[config.mk]
export PLATFORM = sky130hd
export DESIGN_NAME = head_pos_seq
export DESIGN_NICKNAME = d
export VERILOG_FILES = /design/src/rtl/hps_pkg.sv /design/src/rtl/hps_step_timer.sv /design/src/rtl/hps_step_pulse.sv /design/src/rtl/hps_seq_ctrl.sv /design/src/rtl/head_pos_seq.sv
export SDC_FILE = /design/constraint.sdc
export NUM_CORES = 1
export LEC_CHECK = 0
export CAP_MARGIN = 20
export CORE_MARGIN = 2
export CORE_UTILIZATION = 59
export CTS_CLUSTER_DIAMETER = 200
export CTS_CLUSTER_SIZE = 8
export DETAILED_ROUTE_END_ITERATION = 16
export PLACE_DENSITY = 0.85
export SLEW_MARGIN = 20
export SYNTH_ARGS = -nofsm -noshare
export SYNTH_HDL_FRONTEND = slang
export SYNTH_SLANG_ARGS = --single-unit
[constraint.sdc]
create_clock -name clk_i -period 4.05 [get_ports clk_i]
set_clock_uncertainty 0.15 [all_clocks]
set_input_delay 0.6075 -clock clk_i [delete_from_list [all_inputs] [get_ports clk_i]]
set_output_delay 0.6075 -clock clk_i [all_outputs]
set_load 0.01 [all_outputs]
[src/rtl/hps_pkg.sv]
package hps_pkg;

  typedef enum logic [2:0] {
    ST_IDLE,
    ST_EVAL,
    ST_SETUP,
    ST_RUN,
    ST_FIN
  } hps_state_e;

  typedef enum logic [2:0] {
    OP_RESTORE,
    OP_SEEK,
    OP_STEP,
    OP_STEP_IN,
    OP_STEP_OUT,
    OP_NONE
  } hps_op_e;

  typedef struct packed {
    hps_op_e    op;
    logic       load_head;
    logic       verify;
    logic       upd;
    logic [1:0] rate;
  } hps_cmd_t;

  function automatic hps_cmd_t hps_decode(input logic [7:0] c);
    hps_cmd_t d;
    d.load_head = c[3];
    d.verify    = c[2];
    d.rate      = c[1:0];
    d.upd       = 1'b1;
    d.op        = OP_NONE;
    if (!c[7]) begin
      case (c[6:5])
        2'b00: d.op = c[4] ? OP_SEEK : OP_RESTORE;
        2'b01: begin d.op = OP_STEP;     d.upd = c[4]; end
        2'b10: begin d.op = OP_STEP_IN;  d.upd = c[4]; end
        default: begin d.op = OP_STEP_OUT; d.upd = c[4]; end
      endcase
    end
    return d;
  endfunction

endpackage

[src/rtl/hps_step_timer.sv]
module hps_step_timer #(
  parameter int unsigned RATE_0 = 6000,
  parameter int unsigned RATE_1 = 3328,
  parameter int unsigned RATE_2 = 1664,
  parameter int unsigned RATE_3 = 832
) (
  input  logic       clk_i,
  input  logic       rst_ni,
  input  logic       load_i,
  input  logic [1:0] sel_i,
  output logic       expired_o
);
  localparam int unsigned RMAX_A = (RATE_0 > RATE_1) ? RATE_0 : RATE_1;
  localparam int unsigned RMAX_B = (RATE_2 > RATE_3) ? RATE_2 : RATE_3;
  localparam int unsigned RMAX   = (RMAX_A > RMAX_B) ? RMAX_A : RMAX_B;
  localparam int unsigned CW     = $clog2(RMAX + 1);
  localparam int unsigned RATES [4] = '{RATE_0, RATE_1, RATE_2, RATE_3};

  logic [CW-1:0] reload [4];
  logic [CW-1:0] cnt_q;

  // eval and setup cycles are part of the interval
  for (genvar g = 0; g < 4; g++) begin : g_reload
    assign reload[g] = CW'(RATES[g] - 3);
  end

  always_ff @(posedge clk_i or negedge rst_ni) begin
    if (!rst_ni)                 cnt_q <= '0;
    else if (load_i)             cnt_q <= reload[sel_i];
    else if (cnt_q != '0)        cnt_q <= cnt_q - 1'b1;
  end

  assign expired_o = (cnt_q == '0);
endmodule

[src/rtl/hps_step_pulse.sv]
module hps_step_pulse #(
  parameter int unsigned PULSE_W = 4
) (
  input  logic clk_i,
  input  logic rst_ni,
  input  logic fire_i,
  input  logic kill_i,
  output logic step_o
);
  localparam int unsigned PW = (PULSE_W < 2) ? 1 : $clog2(PULSE_W);

  logic [PW-1:0] left_q;
  logic          step_q;

  always_ff @(posedge clk_i or negedge rst_ni) begin
    if (!rst_ni) begin
      step_q <= 1'b0;
      left_q <= '0;
    end else if (kill_i) begin
      step_q <= 1'b0;
      left_q <= '0;
    end else if (fire_i) begin
      step_q <= 1'b1;
      left_q <= PW'(PULSE_W - 1);
    end else if (step_q) begin
      if (left_q == '0) step_q <= 1'b0;
      else              left_q <= left_q - 1'b1;
    end
  end

  assign step_o = step_q;
endmodule

[src/rtl/hps_seq_ctrl.sv]
module hps_seq_ctrl
  import hps_pkg::*;
#(
  parameter int unsigned TRACK_W       = 8,
  parameter int unsigned RESTORE_LIMIT = 255
) (
  input  logic               clk_i,
  input  logic               rst_ni,
  input  logic               start_i,
  input  logic [7:0]         cmd_i,
  input  logic [TRACK_W-1:0] track_i,
  input  logic [TRACK_W-1:0] target_i,
  input  logic               trk0_i,
  input  logic               verify_ok_i,
  input  logic               abort_i,
  input  logic               tmr_expired_i,
  output logic               fire_o,
  output logic [1:0]         rate_o,
  output logic               dir_o,
  output logic [TRACK_W-1:0] track_o,
  output logic               busy_o,
  output logic               seek_err_o,
  output logic               head_load_o,
  output logic               done_o
);
  localparam int unsigned CNTW = $clog2(RESTORE_LIMIT + 1);

  hps_state_e         state_q;
  hps_cmd_t           cmd_q, cmd_dec;
  logic [TRACK_W-1:0] track_q, tgt_q;
  logic [CNTW-1:0]    cnt_q;
  logic               taken_q, dir_q, busy_q, err_q, head_q, done_q;
  logic               want_step, want_dir, zero_trk, limit_err;

  assign cmd_dec = hps_decode(cmd_i);

  always_comb begin
    want_step = 1'b0;
    want_dir  = dir_q;
    zero_trk  = 1'b0;
    limit_err = 1'b0;
    case (cmd_q.op)
      OP_RESTORE: begin
        if (trk0_i)                                zero_trk  = 1'b1;
        else if (cnt_q == CNTW'(RESTORE_LIMIT))    limit_err = 1'b1;
        else begin
          want_step = 1'b1;
          want_dir  = 1'b0;
        end
      end
      OP_SEEK: begin
        if (track_q != tgt_q) begin
          want_step = 1'b1;
          want_dir  = (tgt_q > track_q);
        end
      end
      OP_STEP:     want_step = !taken_q;
      OP_STEP_IN:  begin want_step = !taken_q; want_dir = 1'b1; end
      OP_STEP_OUT: begin want_step = !taken_q; want_dir = 1'b0; end
      default:     want_step = 1'b0;
    endcase
  end

  always_ff @(posedge clk_i or negedge rst_ni) begin
    if (!rst_ni) begin
      state_q <= ST_IDLE;
      cmd_q   <= '{op: OP_NONE, load_head: 1'b0, verify: 1'b0, upd: 1'b0, rate: 2'd0};
      track_q <= '0;
      tgt_q   <= '0;
      cnt_q   <= '0;
      taken_q <= 1'b0;
      dir_q   <= 1'b1;
      busy_q  <= 1'b0;
      err_q   <= 1'b0;
      head_q  <= 1'b0;
      done_q  <= 1'b0;
    end else begin
      done_q <= 1'b0;
      if (abort_i) begin
        state_q <= ST_IDLE;
        busy_q  <= 1'b0;
        done_q  <= 1'b1;
      end else begin
        case (state_q)
          ST_IDLE: begin
            if (start_i && cmd_dec.op != OP_NONE) begin
              cmd_q   <= cmd_dec;
              tgt_q   <= target_i;
              track_q <= track_i;
              cnt_q   <= '0;
              taken_q <= 1'b0;
              busy_q  <= 1'b1;
              head_q  <= cmd_dec.load_head;
              err_q   <= 1'b0;
              state_q <= ST_EVAL;
            end
          end
          ST_EVAL: begin
            if (zero_trk)  track_q <= '0;
            if (limit_err) err_q   <= 1'b1;
            if (want_step) begin
              dir_q   <= want_dir;
              state_q <= ST_SETUP;
            end else begin
              state_q <= ST_FIN;
            end
          end
          ST_SETUP: begin
            taken_q <= 1'b1;
            cnt_q   <= cnt_q + 1'b1;
            if (cmd_q.upd)
              track_q <= dir_q ? track_q + TRACK_W'(1) : track_q - TRACK_W'(1);
            state_q <= ST_RUN;
          end
          ST_RUN: begin
            if (tmr_expired_i) state_q <= ST_EVAL;
          end
          ST_FIN: begin
            if (cmd_q.verify && !verify_ok_i) err_q <= 1'b1;
            busy_q  <= 1'b0;
            done_q  <= 1'b1;
            state_q <= ST_IDLE;
          end
          default: state_q <= ST_IDLE;
        endcase
      end
    end
  end

  assign fire_o      = (state_q == ST_SETUP) && !abort_i;
  assign rate_o      = cmd_q.rate;
  assign dir_o       = dir_q;
  assign track_o     = track_q;
  assign busy_o      = busy_q;
  assign seek_err_o  = err_q;
  assign head_load_o = head_q;
  assign done_o      = done_q;
endmodule

[src/rtl/head_pos_seq.sv]
module head_pos_seq #(
  parameter int unsigned TRACK_W       = 8,
  parameter int unsigned RATE_0        = 6000,
  parameter int unsigned RATE_1        = 3328,
  parameter int unsigned RATE_2        = 1664,
  parameter int unsigned RATE_3        = 832,
  parameter int unsigned PULSE_W       = 4,
  parameter int unsigned RESTORE_LIMIT = 255
) (
  input  logic               clk_i,
  input  logic               rst_ni,
  input  logic               start_i,
  input  logic [7:0]         cmd_i,
  input  logic [TRACK_W-1:0] track_i,
  input  logic [TRACK_W-1:0] target_i,
  input  logic               trk0_i,
  input  logic               verify_ok_i,
  input  logic               abort_i,
  output logic               step_o,
  output logic               dir_o,
  output logic [TRACK_W-1:0] track_o,
  output logic               busy_o,
  output logic               seek_err_o,
  output logic               head_load_o,
  output logic               trk0_o,
  output logic               done_o
);
  logic       fire, expired;
  logic [1:0] rate_sel;
  logic       trk0_q;

  hps_seq_ctrl #(
    .TRACK_W      (TRACK_W),
    .RESTORE_LIMIT(RESTORE_LIMIT)
  ) u_ctrl (
    .clk_i        (clk_i),
    .rst_ni       (rst_ni),
    .start_i      (start_i),
    .cmd_i        (cmd_i),
    .track_i      (track_i),
    .target_i     (target_i),
    .trk0_i       (trk0_i),
    .verify_ok_i  (verify_ok_i),
    .abort_i      (abort_i),
    .tmr_expired_i(expired),
    .fire_o       (fire),
    .rate_o       (rate_sel),
    .dir_o        (dir_o),
    .track_o      (track_o),
    .busy_o       (busy_o),
    .seek_err_o   (seek_err_o),
    .head_load_o  (head_load_o),
    .done_o       (done_o)
  );

  hps_step_timer #(
    .RATE_0(RATE_0), .RATE_1(RATE_1), .RATE_2(RATE_2), .RATE_3(RATE_3)
  ) u_timer (
    .clk_i    (clk_i),
    .rst_ni   (rst_ni),
    .load_i   (fire),
    .sel_i    (rate_sel),
    .expired_o(expired)
  );

  hps_step_pulse #(
    .PULSE_W(PULSE_W)
  ) u_pulse (
    .clk_i (clk_i),
    .rst_ni(rst_ni),
    .fire_i(fire),
    .kill_i(abort_i),
    .step_o(step_o)
  );

  always_ff @(posedge clk_i or negedge rst_ni) begin
    if (!rst_ni) trk0_q <= 1'b0;
    else         trk0_q <= trk0_i;
  end

  assign trk0_o = trk0_q;
endmodule

==> impl_results.html <==
<table>
<tr><th>Metric</th><th>Value</th></tr>
<tr><th colspan="2">Die</th></tr>
<tr><td>Standard-cell rows</td><td>27</td></tr>
<tr><td>DIE WIDTH</td><td>79.2 um</td></tr>
<tr><td>Initial Util</td><td>61.0%</td></tr>
<tr><td>Die area</td><td>0.00628 mm^2</td></tr>
<tr><td>Core box area</td><td>0.00547 mm^2</td></tr>
<tr><td>Height of the die</td><td>79.2 um</td></tr>
<tr><td>Ports placed on the boundary</td><td>45</td></tr>
<tr><th colspan="2">Clocking</th></tr>
<tr><td>CTS hold repair buffers</td><td>0</td></tr>
<tr><td>Maximum clock path buffer count</td><td>2</td></tr>
<tr><td>Buffer type at the clock tree root</td><td>sky130_fd_sc_hd__clkbuf_8</td></tr>
<tr><td>Clock network latency to the later pin of the worst-skew pair</td><td>between 300 and 400 ps</td></tr>
<tr><td>Post-CTS setup buffer count</td><td>0</td></tr>
<tr><td>CTS buffer count</td><td>9</td></tr>
<tr><td>CTS clock-pin slew for the worst setup and hold paths</td><td>70 ps</td></tr>
<tr><td>H-tree levels</td><td>3</td></tr>
<tr><td>TritonCTS clock tree</td><td>built</td></tr>
<tr><td>CTS sink cnt</td><td>57</td></tr>
<tr><td>Post-CTS Resized</td><td>0</td></tr>
<tr><th colspan="2">Setup path</th></tr>
<tr><td>Required arrival time at the worst endpoint</td><td>4110 ps</td></tr>
<tr><td>Startpoint type of the worst setup path</td><td>input port</td></tr>
<tr><td>Crit Path Class</td><td>in -&gt; reg</td></tr>
<tr><td>Highest cell delay on the worst timing path</td><td>~570 ps</td></tr>
<tr><td>Number of cells on the worst reg-to-reg path</td><td>7</td></tr>
<tr><td>Ordered list of cells on the worst path</td><td>clkdlybuf4s50_1 -&gt; nor2_1 -&gt; nand3_1 -&gt; nand2_1 -&gt; o21ai_0 -&gt; a32o_1</td></tr>
<tr><td>Buf/Inv on CP</td><td>1</td></tr>
<tr><td>Critical-path maximum fanout</td><td>18</td></tr>
<tr><td>Worst endpoint data arrival time</td><td>2560 ps</td></tr>
<tr><td>Flop-to-flop setup slack</td><td>1650 ps</td></tr>
<tr><td>Cell type group with the largest total delay on the critical path</td><td>simple AND/OR/NAND/NOR gates</td></tr>
<tr><td>Worst reg2reg path startpoint</td><td>u_ctrl.dir_o</td></tr>
<tr><td>Critical R2R Capture</td><td>u_ctrl.track_o[6]</td></tr>
<tr><td>Type of element capturing the critical path</td><td>register</td></tr>
<tr><td>Worst path slowest cell</td><td>sky130_fd_sc_hd__nand3_1</td></tr>
<tr><th colspan="2">Final layout</th></tr>
<tr><td>Top library cells by usage in the layout, fill and taps aside</td><td>sky130_fd_sc_hd__nand2_1, sky130_fd_sc_hd__dfrtp_1, sky130_fd_sc_hd__clkdlybuf4s50_1, sky130_fd_sc_hd__nor2_1, sky130_fd_sc_hd__ha_1</td></tr>
<tr><td>Most frequent standard cell in the layout excluding fill and tap cells</td><td>sky130_fd_sc_hd__nand2_1</td></tr>
<tr><td>Layout overhead on the synthesized area</td><td>18.9%</td></tr>
<tr><td>Ant diodes</td><td>0</td></tr>
<tr><td>Layout cell share with drive strength beyond 1</td><td>under 10%</td></tr>
<tr><td>Layout Nets</td><td>473</td></tr>
<tr><th colspan="2">Logic synthesis</th></tr>
<tr><td>Number of flops mapped to enable cells by yosys</td><td>0</td></tr>
<tr><td>Share of synthesized cell area in and, or, nand and nor gates</td><td>a little over a fifth</td></tr>
<tr><td>Post-synthesis cell count</td><td>371</td></tr>
<tr><td>Most used DFF post-synth</td><td>sky130_fd_sc_hd__dfrtp_1</td></tr>
<tr><td>Avg Cell Area, Syn</td><td>9.00 um^2</td></tr>
<tr><td>Ys Warns</td><td>0</td></tr>
<tr><td>Share of the yosys chip area belonging to registers</td><td>42.8%</td></tr>
<tr><td>Synthesized netlist net count</td><td>between 400 and 500</td></tr>
<tr><td>Share of the synthesized netlist area taken by xor and xnor gates</td><td>3.93%</td></tr>
<tr><td>Post-synthesis compound-gate area fraction</td><td>16.7%</td></tr>
<tr><td>Post-synth cell types</td><td>56</td></tr>
<tr><td>Adder-cell share of the synthesized area</td><td>9.96%</td></tr>
<tr><td>Dominant combinational cell family by area after synthesis</td><td>simple AND/OR/NAND/NOR gates</td></tr>
<tr><td>Share of flip-flops with an asynchronous set or reset</td><td>100%</td></tr>
<tr><td>Number of synthesized register bits</td><td>57</td></tr>
<tr><td>Cell area after synthesis</td><td>0.00334 mm^2</td></tr>
<tr><td>Multiplexer area fraction after synthesis</td><td>less than 1%</td></tr>
<tr><th colspan="2">Timing</th></tr>
<tr><td>Final period demand of the worst path</td><td>2500 ps</td></tr>
<tr><td>Fmax achieved</td><td>~400 MHz</td></tr>
<tr><td>Final max-slew violation count</td><td>0</td></tr>
<tr><td>Worst-Margin Slew</td><td>760 ps</td></tr>
<tr><td>Portion of the clock cycle consumed by the worst path in the final layout</td><td>61.6%</td></tr>
<tr><td>RSZ-0062 raised after global routing</td><td>no</td></tr>
<tr><td>Sum Neg Setup Slack</td><td>0 ps</td></tr>
<tr><td>Final critical-path setup slack</td><td>1550 ps</td></tr>
<tr><td>Number of hold violations in the final report</td><td>0</td></tr>
<tr><td>Worst relative slew slack</td><td>49.3%</td></tr>
<tr><td>Count of final setup violators</td><td>0</td></tr>
<tr><td>Worst Hold Slack</td><td>198 ps</td></tr>
<tr><th colspan="2">Place</th></tr>
<tr><td>Total of buffers placed on input and output ports</td><td>44</td></tr>
<tr><td>Place WS</td><td>1240 ps</td></tr>
<tr><td>Detailed placer's ending HPWL</td><td>5.40 mm</td></tr>
<tr><td>Placer congestion estimate</td><td>0.911</td></tr>
<tr><th colspan="2">GRT</th></tr>
<tr><td>Initial antenna violation count</td><td>0</td></tr>
<tr><td>Largest net degree at the start of global routing</td><td>34</td></tr>
<tr><td>Global-route usage over all layers</td><td>between 20 and 30%</td></tr>
<tr><td>First-pass GRT wire length</td><td>12.5 mm</td></tr>
<tr><td>Remaining Overflow, GRT</td><td>0</td></tr>
<tr><td>Via count of the first global-routing pass</td><td>2811</td></tr>
<tr><th colspan="2">Drt</th></tr>
<tr><td>WL per Instance</td><td>14.8 um</td></tr>
<tr><td>Violation count after the first detailed-route iteration</td><td>226</td></tr>
<tr><td>Number of routed nets with antenna violations</td><td>0</td></tr>
<tr><td>DR vias/cell</td><td>~5.7</td></tr>
<tr><td>Sum of routed wire length over all layers</td><td>7.32 mm</td></tr>
<tr><td>First-pass iteration count of the detailed router</td><td>4</td></tr>
<tr><td>Drt drc</td><td>0</td></tr>
<tr><td>Via count of the routed design</td><td>2840</td></tr>
<tr><th colspan="2">Power and ir drop</th></tr>
<tr><td>Worst voltage drop across the vdd grid</td><td>0.368 mV</td></tr>
<tr><td>Power density over the cells</td><td>613 mW/mm^2</td></tr>
<tr><td>Static power due to leakage</td><td>1.82 nW</td></tr>
<tr><th colspan="2">Status</th></tr>
<tr><td>Outcome</td><td>complete, no violations</td></tr>
<tr><th colspan="2">Hold path</th></tr>
<tr><td>Min-Delay Path Class</td><td>in -&gt; async</td></tr>
<tr><th colspan="2">Job</th></tr>
<tr><td>Max-cap violations</td><td>0</td></tr>
</table>
## report_power, final
group	internal, mW	switching [mW]	total (mW)
Clock	0.223	0.212	0.435
Combinational	0.508	0.566	1.07
Sequential	0.750	0.175	0.925
## synthesized netlist by cell type, drive strengths merged (4+ instances only)
master	instances	share of area [%]
a21o	4	0.90
a21oi	23	3.4
o21ai	24	3.6
nor2	31	3.5
nand3	11	1.6
nand4	6	1.1
nor3	7	1.0
inv	23	2.6
o22ai	4	0.75
nand2	60	6.7
and3	4	0.75
buf	8	1.5
xor2	9	2.4
a221oi	4	1.0
nor2b	7	1.3
dfrtp	54	40
ha	25	9.4
xnor2	6	1.6
nand2b	5	1.2
## how the worst max path moves through the flow
| stage | start | endpoint | slack [ps] | cells past startpoint |
|---|---|---|---|---|
| after global routing | trk0_i | u_ctrl.track_o[2] | 1380 | 6 |
| after global placement | abort_i | u_ctrl.cnt_q[5] | 1310 | 6 |
| final | abort_i | u_ctrl.cnt_q[6] | 1550 | 6 |
| after floorplan | u_ctrl.dir_o | u_ctrl.track_o[6] | 1830 | 7 |
| after detailed placement | abort_i | u_ctrl.cnt_q[6] | 1240 | 6 |
| after CTS | abort_i | u_ctrl.cnt_q[6] | 1600 | 6 |
## per-stage QoR
step / cell area [um^2] / total power [mW] / cells / util, %
2_1_floorplan: 3340 / 1.65 / 371 / -
3_3_place_gp: 3820 / 1.95 / 478 / 69.8
3_5_place_dp: 3820 / 2.00 / 478 / 69.8
4_1_cts: 3970 / 2.44 / 494 / 72.6
5_1_grt: 3970 / 2.64 / 494 / 72.6
6_report: 3970 / 2.43 / 494 / 72.6
## logic make-up after synthesis
family / count (synthesis)
and+or+nand+nor: 150
AOI/OAI and AO/OA: 86
DFF: 57
buffers and inverters: 34
adders and majority gates: 26
xor gates and xnor gates: 15
muxes: 3
## layout make-up
| class | count | area (um^2) |
|---|---|---|
| flip-flops and latches | 57 | 1430 |
| clock inverters | 1 | 5.00 |
| fillers | 418 | 1500 |
| well taps | 72 | 90.1 |
| multi-input cells | 280 | 1760 |
| repair buffers | 46 | 450 |
| clock buffers | 15 | 146 |
| inverters | 23 | 86.3 |
## per-layer routing
layer | up-vias | track usage (%) | routed length (um)
met3 | 13 | 4.09 | 364
met2 | 85 | 41.9 | 3560
met4 | 0 | 10.7 | 126
met1 | 1335 | 33.8 | 3270
li1 | 1407 | - | -
met5 | - | 0 | 0
## sequential cells by signal, indices dropped and copies added (netlist names), 2 cells and up
name            cells
u_ctrl.tgt_q        8
u_timer.cnt_q      13
u_ctrl.rate_o       2
u_ctrl.cmd_q        5
u_ctrl.state_q      3
u_ctrl.cnt_q        8
u_ctrl.track_o      8
u_pulse.left_q      2
No activity file was read; power rests on OpenSTA's default activity.
